===== config.mk =====
export PLATFORM = sky130hd
export DESIGN_NAME = irq_status_ctl
export DESIGN_NICKNAME = d
export VERILOG_FILES = /design/src/rtl/irq_stat_pkg.sv /design/src/rtl/irq_w1c_bank.sv /design/src/rtl/irq_thresh_cmp.sv /design/src/rtl/irq_read_mux.sv /design/src/rtl/irq_line_gen.sv /design/src/rtl/irq_status_ctl.sv
export SDC_FILE = /design/constraint.sdc
export NUM_CORES = 1
export LEC_CHECK = 0
export ABC_CLOCK_PERIOD_IN_PS = 1000
export BUFFER_PORTS_ARGS = -buffer_cell sky130_fd_sc_hd__buf_2
export CAP_MARGIN = 20
export CORE_MARGIN = 4
export CORE_UTILIZATION = 24
export CTS_CLUSTER_SIZE = 16
export DETAILED_ROUTE_END_ITERATION = 16
export PLACE_DENSITY = 0.8
export REMOVE_ABC_BUFFERS = 1
export SYNTH_ARGS = -nofsm -noshare
export SYNTH_HDL_FRONTEND = slang
export SYNTH_SLANG_ARGS = --single-unit

===== constraint.sdc =====
create_clock -name clk -period 1 [get_ports clk]
set_input_delay 0.05 -clock clk [delete_from_list [all_inputs] [get_ports clk]]
set_output_delay 0.05 -clock clk [all_outputs]
set_load 0.01 [all_outputs]

===== src/rtl/irq_stat_pkg.sv =====
package irq_stat_pkg;
   localparam int EVT_N        = 8;
   localparam int EV_TX_EMPTY  = 0;
   localparam int EV_TX_PKT    = 1;
   localparam int EV_LINK_FAIL = 2;
   localparam int EV_MEM_ERR   = 3;
   localparam int EV_TX_ABORT  = 4;
   localparam int EV_RX_THRESH = 5;
   localparam int EV_RX_UNDER  = 6;
   localparam int EV_RX_OVER   = 7;

   localparam logic [EVT_N-1:0] FATAL_MASK =
      (EVT_N'(1) << EV_MEM_ERR) | (EVT_N'(1) << EV_TX_ABORT) | (EVT_N'(1) << EV_RX_OVER);
   localparam logic [EVT_N-1:0] ERROR_MASK =
      FATAL_MASK | (EVT_N'(1) << EV_LINK_FAIL) | (EVT_N'(1) << EV_RX_UNDER);
   localparam logic [EVT_N-1:0] ALWAYS_MASK = ERROR_MASK | (EVT_N'(1) << EV_TX_PKT);
endpackage


===== src/rtl/irq_w1c_bank.sv =====
module irq_w1c_bank #(
   parameter int N = 8
) (
   input  logic         clk,
   input  logic         rst_n,
   input  logic [N-1:0] set_i,
   input  logic [N-1:0] clr_i,
   output logic [N-1:0] q_o
);
   for (genvar b = 0; b < N; b++) begin : g_bit
      always_ff @(posedge clk) begin
         if (!rst_n)
            q_o[b] <= 1'b0;
         else if (set_i[b])
            q_o[b] <= 1'b1;
         else if (clr_i[b])
            q_o[b] <= 1'b0;
      end

      assert_clear_R3: assert property (@(posedge clk) disable iff (!rst_n)
         (clr_i[b] && !set_i[b]) |=> !q_o[b]);
      assert_event_wins_R4: assert property (@(posedge clk) disable iff (!rst_n)
         set_i[b] |=> q_o[b]);
      assert_sticky_R2: assert property (@(posedge clk) disable iff (!rst_n)
         (!set_i[b] && !clr_i[b]) |=> $stable(q_o[b]));
   end
endmodule


===== src/rtl/irq_thresh_cmp.sv =====
module irq_thresh_cmp #(
   parameter int CNT_W = 5
) (
   input  logic [CNT_W-1:0] count_i,
   input  logic [CNT_W-1:0] depth_i,
   output logic             hit_o
);
   always_comb hit_o = (count_i != depth_i);
endmodule


===== src/rtl/irq_read_mux.sv =====
module irq_read_mux #(
   parameter int DATA_W     = 32,
   parameter int EVT_N      = 8,
   parameter int RX_PTR_W   = 4,
   parameter int RX_PTR_LSB = 8,
   parameter int TX_PTR_W   = 9,
   parameter int TX_PTR_LSB = 16,
   parameter int SEQ_W      = 5,
   parameter int SEQ_LSB    = 25
) (
   input  logic [EVT_N-1:0]    status_i,
   input  logic [RX_PTR_W-1:0] rx_ptr_i,
   input  logic [TX_PTR_W-1:0] tx_ptr_i,
   input  logic [SEQ_W-1:0]    seq_i,
   output logic [DATA_W-1:0]   word_o
);
   always_comb begin
      word_o = '0;
      word_o[EVT_N-1:0]                = status_i;
      word_o[RX_PTR_LSB +: RX_PTR_W]   = rx_ptr_i;
      word_o[TX_PTR_LSB +: TX_PTR_W]   = tx_ptr_i;
      word_o[SEQ_LSB +: SEQ_W]         = seq_i;
   end
endmodule


===== src/rtl/irq_line_gen.sv =====
module irq_line_gen
   import irq_stat_pkg::*;
#(
   parameter bit IRQ_REG = 1'b0
) (
   input  logic             clk,
   input  logic             rst_n,
   input  logic [EVT_N-1:0] status_i,
   input  logic             tx_empty_en_i,
   input  logic             rx_thresh_en_i,
   output logic             irq_o,
   output logic             halt_o
);
   logic [EVT_N-1:0] en_vec;
   logic             irq_next;

   always_comb begin
      en_vec               = ALWAYS_MASK;
      en_vec[EV_TX_EMPTY]  = tx_empty_en_i;
      en_vec[EV_RX_THRESH] = rx_thresh_en_i;
      irq_next             = |(status_i & en_vec);
      halt_o               = |(status_i & FATAL_MASK);
   end

   if (IRQ_REG) begin : g_irq_flop
      always_ff @(posedge clk) begin
         if (!rst_n) irq_o <= 1'b0;
         else        irq_o <= irq_next;
      end
   end else begin : g_irq_comb
      always_comb irq_o = irq_next;

      assert_quiet_line_R7: assert property (@(posedge clk) disable iff (!rst_n)
         (status_i == '0) |-> !irq_o);
      assert_error_reaches_line_R7: assert property (@(posedge clk) disable iff (!rst_n)
         ((status_i & ERROR_MASK) != '0) |-> irq_o);
   end
endmodule


===== src/rtl/irq_status_ctl.sv =====
module irq_status_ctl
   import irq_stat_pkg::*;
#(
   parameter int DATA_W      = 32,
   parameter int CTRL_W      = 16,
   parameter int CNT_W       = 5,
   parameter int DEPTH_LSB   = 4,
   parameter int TXE_EN_BIT  = 0,
   parameter int RXT_EN_BIT  = 9,
   parameter int RX_PTR_W    = 4,
   parameter int RX_PTR_LSB  = 8,
   parameter int TX_PTR_W    = 9,
   parameter int TX_PTR_LSB  = 16,
   parameter int SEQ_W       = 5,
   parameter int SEQ_LSB     = 25,
   parameter bit IRQ_REG     = 1'b0
) (
   input  logic                clk,
   input  logic                rst_n,
   input  logic                evt_tx_empty,
   input  logic                evt_tx_pkt,
   input  logic                evt_link_fail,
   input  logic                evt_mem_err,
   input  logic                evt_tx_abort,
   input  logic                evt_rx_underflow,
   input  logic                evt_rx_overflow,
   input  logic [CNT_W-1:0]    rx_fifo_count,
   input  logic [RX_PTR_W-1:0] rx_rd_ptr,
   input  logic [TX_PTR_W-1:0] tx_rd_ptr,
   input  logic [SEQ_W-1:0]    rx_head_seq,
   input  logic [CTRL_W-1:0]   dma_ctrl,
   input  logic                reg_wr_en,
   input  logic [DATA_W-1:0]   reg_wdata,
   output logic [DATA_W-1:0]   reg_rdata,
   output logic                irq,
   output logic                dma_halt
);
   localparam int RX_PTR_TOP = RX_PTR_LSB + RX_PTR_W;
   localparam int TX_PTR_TOP = TX_PTR_LSB + TX_PTR_W;
   localparam int SEQ_TOP    = SEQ_LSB + SEQ_W;
   localparam int DEPTH_TOP  = DEPTH_LSB + CNT_W;

   if (RX_PTR_LSB < EVT_N)        begin : g_chk_rx  $error("rx pointer alias overlaps status"); end
   if (RX_PTR_TOP > TX_PTR_LSB)   begin : g_chk_tx  $error("rx and tx pointer aliases overlap"); end
   if (TX_PTR_TOP > SEQ_LSB)      begin : g_chk_seq $error("tx pointer and sequence overlap"); end
   if (SEQ_TOP > DATA_W)          begin : g_chk_dw  $error("read word too narrow"); end
   if (DEPTH_TOP > CTRL_W)        begin : g_chk_dep $error("depth field outside control word"); end
   if (TXE_EN_BIT >= CTRL_W || RXT_EN_BIT >= CTRL_W) begin : g_chk_en
      $error("enable bit outside control word");
   end
   if ((TXE_EN_BIT >= DEPTH_LSB && TXE_EN_BIT < DEPTH_TOP) ||
       (RXT_EN_BIT >= DEPTH_LSB && RXT_EN_BIT < DEPTH_TOP)) begin : g_chk_ov
      $error("enable bit inside depth field");
   end

   logic [EVT_N-1:0] set_vec;
   logic [EVT_N-1:0] clr_vec;
   logic [EVT_N-1:0] status;
   logic             thresh_hit;
   logic             unused_bits;

   assign unused_bits = ^{dma_ctrl, reg_wdata};

   irq_thresh_cmp #(.CNT_W(CNT_W)) i_thresh (
      .count_i (rx_fifo_count),
      .depth_i (dma_ctrl[DEPTH_LSB +: CNT_W]),
      .hit_o   (thresh_hit)
   );

   always_comb begin
      set_vec               = '0;
      set_vec[EV_TX_EMPTY]  = evt_tx_empty;
      set_vec[EV_TX_PKT]    = evt_tx_pkt;
      set_vec[EV_LINK_FAIL] = evt_link_fail;
      set_vec[EV_MEM_ERR]   = evt_mem_err;
      set_vec[EV_TX_ABORT]  = evt_tx_abort;
      set_vec[EV_RX_THRESH] = thresh_hit;
      set_vec[EV_RX_UNDER]  = evt_rx_underflow;
      set_vec[EV_RX_OVER]   = evt_rx_overflow;
      clr_vec               = {EVT_N{reg_wr_en}} & reg_wdata[EVT_N-1:0];
   end

   irq_w1c_bank #(.N(EVT_N)) i_bank (
      .clk   (clk),
      .rst_n (rst_n),
      .set_i (set_vec),
      .clr_i (clr_vec),
      .q_o   (status)
   );

   irq_read_mux #(
      .DATA_W     (DATA_W),
      .EVT_N      (EVT_N),
      .RX_PTR_W   (RX_PTR_W),
      .RX_PTR_LSB (RX_PTR_LSB),
      .TX_PTR_W   (TX_PTR_W),
      .TX_PTR_LSB (TX_PTR_LSB),
      .SEQ_W      (SEQ_W),
      .SEQ_LSB    (SEQ_LSB)
   ) i_rmux (
      .status_i (status),
      .rx_ptr_i (rx_rd_ptr),
      .tx_ptr_i (tx_rd_ptr),
      .seq_i    (rx_head_seq),
      .word_o   (reg_rdata)
   );

   irq_line_gen #(.IRQ_REG(IRQ_REG)) i_line (
      .clk            (clk),
      .rst_n          (rst_n),
      .status_i       (status),
      .tx_empty_en_i  (dma_ctrl[TXE_EN_BIT]),
      .rx_thresh_en_i (dma_ctrl[RXT_EN_BIT]),
      .irq_o          (irq),
      .halt_o         (dma_halt)
   );

   assert_thresh_sets_R5: assert property (@(posedge clk) disable iff (!rst_n)
      (rx_fifo_count != dma_ctrl[DEPTH_LSB +: CNT_W]) |=> reg_rdata[EV_RX_THRESH]);
   assert_fatal_halts_R8: assert property (@(posedge clk) disable iff (!rst_n)
      (evt_mem_err || evt_tx_abort || evt_rx_overflow) |=> dma_halt);
   assert_halt_drops_R8: assert property (@(posedge clk) disable iff (!rst_n)
      (reg_wr_en && (reg_wdata[EVT_N-1:0] == '1) && !evt_mem_err && !evt_tx_abort &&
       !evt_rx_overflow) |=> !dma_halt);
   assert_reset_clear_R1: assert property (@(posedge clk)
      !rst_n |=> (reg_rdata[EVT_N-1:0] == '0));
endmodule


### Yosys cells after proc, flatten, opt, wreduce, memory -nomap -nowiden

Cells that the tools add are included.

| cells by class | value |
|---|---|
| $mul | 0 |
| eq/ne operators | 1 |
| divide/modulo/power cells | 0 |
| bitwise logic cells | 2 |
| $add $sub $neg | 0 |
| $lt $le $gt $ge | 0 |
| muxes and demuxes | 16 |
| reductions and logical operators | 10 |
| shift-type cells | 0 |

Operators with widths:

| cell | count |
|---|---|
| $and 8x8->8 | 2 |
| $mux 1 | 16 |
| $reduce_bool 2->1 | 8 |
| $reduce_or 8->1 | 1 |
| $ne 5x5->1 | 1 |
| $reduce_or 3->1 | 1 |

| storage, ports and cells | value |
|---|---|
| output and inout bits | 34 |
| bits of input ports | 81 |
| memory bits (writable) | 0 |
| register bits | 8 |
| ROM bits | 0 |
| latch bits | 0 |
| memories kept | 0 |
| word-level logic and storage cells | 37 |

### Longest topological paths before layout

Gate-level depths: netlist of run 1.

| logic depth | value |
|---|---|
| depth after elaboration | 3 |
| gate-level depth with buffers | 4 |
| gate-level depth less buffers | 3 |

### By module

Synthesis of run 1 repeated with hierarchy kept, for this count alone.

| unflattened totals | value |
|---|---|
| cell total of the unflattened synthesis | 77 |
| area total of the unflattened synthesis | 718.2 sq um |

By module, submodules not included:

| module | instances | cells each | area each (sq um) | seq. area each (sq um) |
|---|---|---|---|---|
| irq_w1c_bank | 1 | 25 | 337.8 | 160.2 |
| irq_read_mux | 1 | 33 | 244.0 | 0.0 |
| irq_thresh_cmp | 1 | 7 | 53.8 | 0.0 |
| irq_status_ctl | 1 | 8 | 50.0 | 0.0 |
| irq_line_gen | 1 | 4 | 32.5 | 0.0 |

### Least setup slack after synthesis of run 1

No wires, ideal clock.

| timing path | value |
|---|---|
| kind | flip-flop to output port |
| start point | register i_bank.q_o[3] |
| end point | output irq |
| data arrival time | 1.026 ns |
| buffers on the path | 0 |
| path slack | -0.076 ns |
| required time | 0.950 ns |
| cell stages (with the launch flop) | 4 |
| cells stage by stage | dfxtp_1 > or3_4 > a221oi_2 > nand2_1 |

| on the way | value |
|---|---|
| cells in the longest elaborated chain, start to end | 2 |

RTL lines:

| what | RTL line | RTL |
|---|---|---|
| start, declared | irq_w1c_bank.sv:8 | `output logic [N-1:0] q_o` |
| start signal, assigned by index | irq_w1c_bank.sv:13 | `q_o[b] <= 1'b0;` |
| start signal, assigned by index | irq_w1c_bank.sv:15 | `q_o[b] <= 1'b1;` |
| start signal, assigned by index | irq_w1c_bank.sv:17 | `q_o[b] <= 1'b0;` |
| $and 8x8->8 | irq_line_gen.sv:21 | `irq_next = \|(status_i & en_vec);` |
| $reduce_or 8->1 | irq_line_gen.sv:21 |  |
| end, declared | irq_status_ctl.sv:35 | `output logic irq,` |

Every way passes these cells.

### Final worst setup path of run 1

Ends and elaborated chain as after synthesis.

==> results of run 1 <==
-- worst max-delay path, cell delays in order, from the launching register on --
cell,delay (ns)
dfxtp_1,0.31
or3_4,0.39
a221oi_2,0.17
nand2_1,0.07
buf_2,0.14
-- power by group through the flow --
stage	Clock, mW	Sequential (mW)	Combinational [mW]
2_1_floorplan	0	0.375	0.0715
5_1_grt	0.279	0.359	0.223
3_3_place_gp	0	0.362	0.195
3_5_place_dp	0	0.363	0.200
6_report	0.242	0.357	0.198
4_1_cts	0.258	0.357	0.200
-- logic make-up after synthesis --
| kind of cell | share of synthesized area, % |
|---|---|
| compound gates | 11.29 |
| flops | 28.89 |
| xor+xnor | 7.900 |
| other cells | 0.6766 |
| simple gates | 18.06 |
| buf+inv | 33.18 |
-- routing by layer --
layer	routed length (µm)	track usage (%)
met4	0	1.017
met1	707	13.00
met5	0	0
met3	713	21.58
met2	990	22.04
-- cell usage in the layout (no fill, tap or decap) --
cell      netlist  layout
nor2b_1         7       7
a21oi_1         8       8
buf_2           0      39
clkbuf_4        0       3
buf_4          24       3
nor3_1          1       1
nand2_1         9       9
nor4_1          1       1
or3_4           1       1
conb_1          1       6
a221oi_2        1       1
xor2_1          5       5
dfxtp_1         8       8
a21boi_0        1       1
-- worst paths after layout --
| path | startpoint | to | slack (ns) |
|---|---|---|---|
| hold / removal | evt_mem_err | i_bank.q_o[3]$_SDFFE_PN0P_ | 0.03 |
| setup / recovery | i_bank.q_o[3]$_SDFFE_PN0P_ | irq | -0.38 |
| setup reg to reg | i_bank.q_o[4]$_SDFFE_PN0P_ | i_bank.q_o[4]$_SDFFE_PN0P_ | 0.28 |
| hold reg to reg | i_bank.q_o[6]$_SDFFE_PN0P_ | i_bank.q_o[6]$_SDFFE_PN0P_ | 0.52 |
-- layout make-up --
type | instances | area [µm²]
clock buffer | 3 | 22.52
fill | 256 | 1548
multi-input combinational | 40 | 229.0
sequential | 8 | 160.2
tap | 28 | 35.03
timing repair buffer | 42 | 217.7
-- metrics by stage --
step	instances	total power, mW	area [µm²]
final	121	0.7967	664.4
after global routing	121	0.8605	664.4
after global placement	118	0.5571	641.9
after detailed placement	118	0.5629	641.9
after floorplan	48	0.4467	389.1
after CTS	121	0.8149	664.4
==> flow_metrics.tcl, run 1 <==
set metrics [dict create \
    areaGrowthSynthToFinish_pct 19.86 \
    final_nets 176 \
    postLayoutCoreUtil_pct 30.03 \
    critPathMaxFanout 2 \
    synth_seq_cells 8 \
    gp_congestion 0.8306 \
    rr_worst_depth 3 \
    viasPerCell 4.132 \
    period_share_pct 138.0 \
    cp.required_ns 0.95 \
    clk_path_buf_depth 2 \
    pwr-share-comb_pct 24.8 \
    post-place-ws_ns -0.1111 \
    yosysSeqAreaShare_pct 28.89 \
    rsz0062_at_grt "yes" \
    ios 115 \
    hold_ws_ns 0.02655 \
    vdd_drop_max_v 0.0006940 \
    finalHoldViolCount 0 \
    largestRegisters "i_bank.q_o: 8 flops" \
    cts_tree "yes" \
    top_register "i_bank.q_o" \
    clk_pin_slew_ns 0.06 \
    die_h_um 56.06 \
    tns_ns -0.5285 \
    grt_pass1_wl_mm 3.222 \
    io_buffers 39 \
    cts_buffers 3 \
    clk_latency_ns 0.25 \
    worst_slack_ns -0.3800 \
    clock_skew_ns 0 \
    pwr_density_cell_nw_per_um2 1199 \
    yosysTopAreaCellShare_pct 32.51 \
    fin_crit_ns 1.380 \
    ys_warn_count 0 \
    cts_setup_buffers 0 \
    syn_avg_cell_area_um2 8.151 \
    crit_path_start_kind "flip-flop" \
    drcViolationCount 0 \
    yosysTopAreaCell "buf_4" \
    netlist_instances 68 \
    power_frac_clock_pct 30.4 \
    intPower_uw 584.5 \
    crit_arrival_ns 1.33 \
    cp-end-kind "primary output" \
    via_count 500 \
    yosysMostFrequentCell "buf_4" \
    gr-total-overflow 0 \
    cap_violations 0 \
    hold-path-cell-count 3 \
    timing.fmax_mhz 724.6 \
    dieArea_um2 3142 \
    first_iter_violations 26 \
    clock_sinks 8 \
    largest_reg_flops 8 \
    synth_top_cells_by_count "buf_4, nand2_1, a21oi_1, dfxtp_1, nor2b_1" \
    grt_usage_pct 15.30 \
    sw_frac_of_total_pct 26.63 \
    finalSetupViolations 2 \
    cts_root_buf "clkbuf_4" \
    coreArea_um2 2212 \
    cts_hold_buf 0 \
    drt-total-wl_mm 2.411 \
    critPathKind "reg2out" \
    cts_resized 0 \
    antenna_left 0 \
    h-tree-depth 1 \
    p_sw_uw 212.1 \
    seq_power_share_pct 44.8 \
    synth_flop_cell "dfxtp_1" \
    antenna_found_initial 0 \
    firstDrtPassIters 3 \
    syn_area_um2 554.3 \
    async_flop_share_pct 0 \
    synth_enable_flop_cells 0 \
    antenna_cells 0 \
    grt_max_degree 9 \
    drive_gt1_share_pct 50.54 \
    violations "setup timing" \
    hold_path.class "in2reg" \
    die_w_um 56.06 \
    p_leak_nw 0.3520 \
    grt_pass1_vias 488 \
    synth.area.top_cells "buf_4, dfxtp_1, nor2b_1" \
    slew_violations 0 \
    row_count 17 \
    start_util_pct 25.06 \
    wire_per_inst_um 19.93 \
    status "finished with violations" \
    ys_types 13 \
]
Power figures use the tool's default switching activity.
==> run 2, diff against run 1 <==
--- a/config.mk
+++ b/config.mk
@@ -9,11 +9,12 @@
 export BUFFER_PORTS_ARGS = -buffer_cell sky130_fd_sc_hd__buf_2
 export CAP_MARGIN = 20
 export CORE_MARGIN = 4
-export CORE_UTILIZATION = 24
+export CORE_UTILIZATION = 28
 export CTS_CLUSTER_SIZE = 16
 export DETAILED_ROUTE_END_ITERATION = 16
 export PLACE_DENSITY = 0.8
 export REMOVE_ABC_BUFFERS = 1
 export SYNTH_ARGS = -nofsm -noshare
 export SYNTH_HDL_FRONTEND = slang
+export SYNTH_HIERARCHICAL = 1
 export SYNTH_SLANG_ARGS = --single-unit
==> run 2 against run 1 <==
  * The flow still finishes with violations (setup timing)
  * Clock-buffer cell count did not move
  * Cell count rose by 8.3%
  * Utilization rose by 4.7 points
  * Sequential power barely moved
  * Via count rose by 12%
  * Flip-flop and latch count did not move
  * Clock power rose by 2%
  * Synthesized cell count rose by 13%
  * Largest cell class unchanged
  * Highest routed layer is now met5
==> flow_metrics.tcl, run 2 <==
set metrics [dict create \
    critPathMaxFanout 2 \
    grt_pass1_vias 592 \
    r2r-end "i_bank/q_o[7]$_SDFFE_PN0P_" \
    r2r-start "i_bank/q_o[7]$_SDFFE_PN0P_" \
    synth_compound_area_share_pct 9.582 \
    start_util_pct 29.26 \
    antenna_cells 0 \
    final_nets 184 \
    die_h_um 58.65 \
    clk_path_buf_depth 2 \
    fin_crit_ns 1.493 \
    cp-end-kind "primary output" \
    cpPeakStageDelay_ns 0.38 \
    finalHoldViolCount 0 \
    row_count 18 \
    yosysTopAreaCell "buf_4" \
    synth_top_family_by_area "buffers and inverters" \
    rsz0062_at_grt "yes" \
    status "finished with violations" \
    h-tree-depth 1 \
    yosysMostFrequentCell "buf_4" \
    gr-total-overflow 0 \
    synth-simple-area-share_pct 27.00 \
    yosysSeqAreaShare_pct 22.30 \
    synth_xor_area_share_pct 6.098 \
    clock_sinks 8 \
    wire_per_inst_um 17.20 \
    post-place-ws_ns -0.2427 \
    muxShareOfSynthArea_pct 0 \
    cts_root_buf "clkbuf_4" \
    synth_seq_cells 8 \
    synth_top_cells_by_count "buf_4, and2_1, dfxtp_1, nor2b_4, o21a_1" \
    clk_latency_ns 0.25 \
    tns_ns -0.6250 \
    via_count 561 \
    cts_buffers 3 \
    slowest_stage "or3_4" \
    antenna_left 0 \
    critPathKind "reg2out" \
    min_to "i_bank/q_o[1]$_SDFFE_PN0P_" \
    cap_violations 0 \
    cts_tree "yes" \
    viasPerCell 4.282 \
    synth.area.top_cells "buf_4, dfxtp_1, nor2b_4" \
    die_w_um 58.65 \
    rr_worst_depth 4 \
    top_register "i_bank/q_o" \
    layout_commonest_cell "buf_2" \
    finalSetupViolations 2 \
    p_leak_nw 0.4356 \
    worst_slack_ns -0.4928 \
    firstDrtPassIters 2 \
    ys_warn_count 6 \
    clk_pin_slew_ns 0.05 \
    path_cells "or3_4, or3_4, buf_6" \
    synthAdderAreaFrac_pct 0 \
    period_share_pct 149.3 \
    path_common_cell "or3_4" \
    synth_enable_flop_cells 0 \
    async_flop_share_pct 0 \
    io_buffers 39 \
    clock_skew_ns 0 \
    yosysTopAreaCellShare_pct 34.49 \
    hpwl_mm 2.092 \
    dieArea_um2 3439 \
    crit_path_start_kind "flip-flop" \
    drcViolationCount 0 \
    vdd_drop_max_v 0.0004419 \
    hold-path-cell-count 2 \
    coreArea_um2 2455 \
    slew_violations 0 \
    largest_reg_flops 8 \
    violations "setup timing" \
    antenna_found_initial 0 \
    min_from "evt_tx_pkt" \
    grt_usage_pct 13.08 \
    drive_gt1_share_pct 63.37 \
    ios 115 \
    grt_max_degree 9 \
    netlist_instances 77 \
    hold_path.class "in2reg" \
    cp.required_ns 0.95 \
    synth_flop_cell "dfxtp_1" \
    crit_arrival_ns 1.44 \
    largestRegisters "i_bank/q_o: 8 flops" \
    timing.fmax_mhz 669.9 \
    reg2reg_slack_ns 0.07 \
    syn_avg_cell_area_um2 9.327 \
    areaGrowthSynthToFinish_pct 18.82 \
    syn_area_um2 718.2 \
    drt-total-wl_mm 2.253 \
    fillers 252 \
    layout_common_cells "buf_2, buf_4, and2_1, nor2b_4, o21a_1" \
    ys_types 13 \
    pwr_density_cell_nw_per_um2 1041 \
    first_iter_violations 2 \
    grt_pass1_wl_mm 3.077 \
    gp_congestion 0.7238 \
]
run 2: power breakdown:
group,total (mW),internal (mW),switching (mW)
Combinational,0.288,0.178,0.109
Clock,0.246,0.137,0.109
Sequential,0.354,0.343,0.0111
run 2: what timing repair did:
action / CTS / global route
resized for setup: 1 / 6
endpoints found under the hold margin: 1 / 0
pin swaps: 2 / 3
hold buffers: 1 / 0
endpoints found under the setup margin: 2 / 3
buffers inserted: 1 / 0
run 2: area by class of cell:
class / count / area (µm²) / share of cell area (%)
multi-input cells: 41 / 339.1 / 39.74
repair buffers: 49 / 291.5 / 34.16
flip-flops and latches: 8 / 162.7 / 19.06
well taps: 30 / 37.54 / 4.399
clock buffers: 3 / 22.52 / 2.639
run 2: how the worst max path moves through the flow:
stage / start / endpoint / slack, ns / depth (start not counted)
4_1_cts: i_bank/q_o[3]$_SDFFE_PN0P_ / irq / -0.52 / 3
2_1_floorplan: i_bank/q_o[7]$_SDFFE_PN0P_ / irq / -0.19 / 2
5_1_grt: i_bank/q_o[6]$_SDFFE_PN0P_ / irq / -0.54 / 3
3_5_place_dp: i_bank/q_o[2]$_SDFFE_PN0P_ / irq / -0.24 / 3
6_report: i_bank/q_o[6]$_SDFFE_PN0P_ / irq / -0.49 / 3
3_3_place_gp: i_bank/q_o[7]$_SDFFE_PN0P_ / irq / -0.20 / 3
run 2: metrics by stage:
step                      cell area (µm²)  cells  total power, mW  hold WS, ns  util, %
after detailed placement            782.0    126           0.6269       0.1002    31.86
after global routing                853.3    131           0.9426     0.006678    34.76
after global placement              782.0    126           0.6190       0.1002    31.86
after CTS                           823.3    131           0.8890     0.004028    33.54
after floorplan                     489.2     49           0.4890       0.1000        -
final                               853.3    131           0.8884      0.01055    34.76
run 2: critical path, delay by kind of cell, from the launching register on:
kind | cells | cell delay, ns
simple gates | 2 | 0.75
flops | 1 | 0.32
buf+inv | 1 | 0.13
run 2: routing by layer:
layer	share of wire [%]	vias to the layer above	wire [µm]	GRT usage, %
met5	1.0	-	23	7.937
met4	1.3	2	30	3.883
met3	26	4	595	14.69
met2	43	71	968	19.46
met1	28	228	635	11.01
li1	-	256	-	-
run 2: cells by family (layout without fill, tap and decap cells):
| kind of cell | count (synthesis) | after routing |
|---|---|---|
| AO/OA/AOI/OAI | 9 | 9 |
| AND/OR/NAND/NOR | 21 | 21 |
| XOR/XNOR | 5 | 5 |
| other | 1 | 6 |
| buffers and inverters | 33 | 52 |
| flip-flops | 8 | 8 |
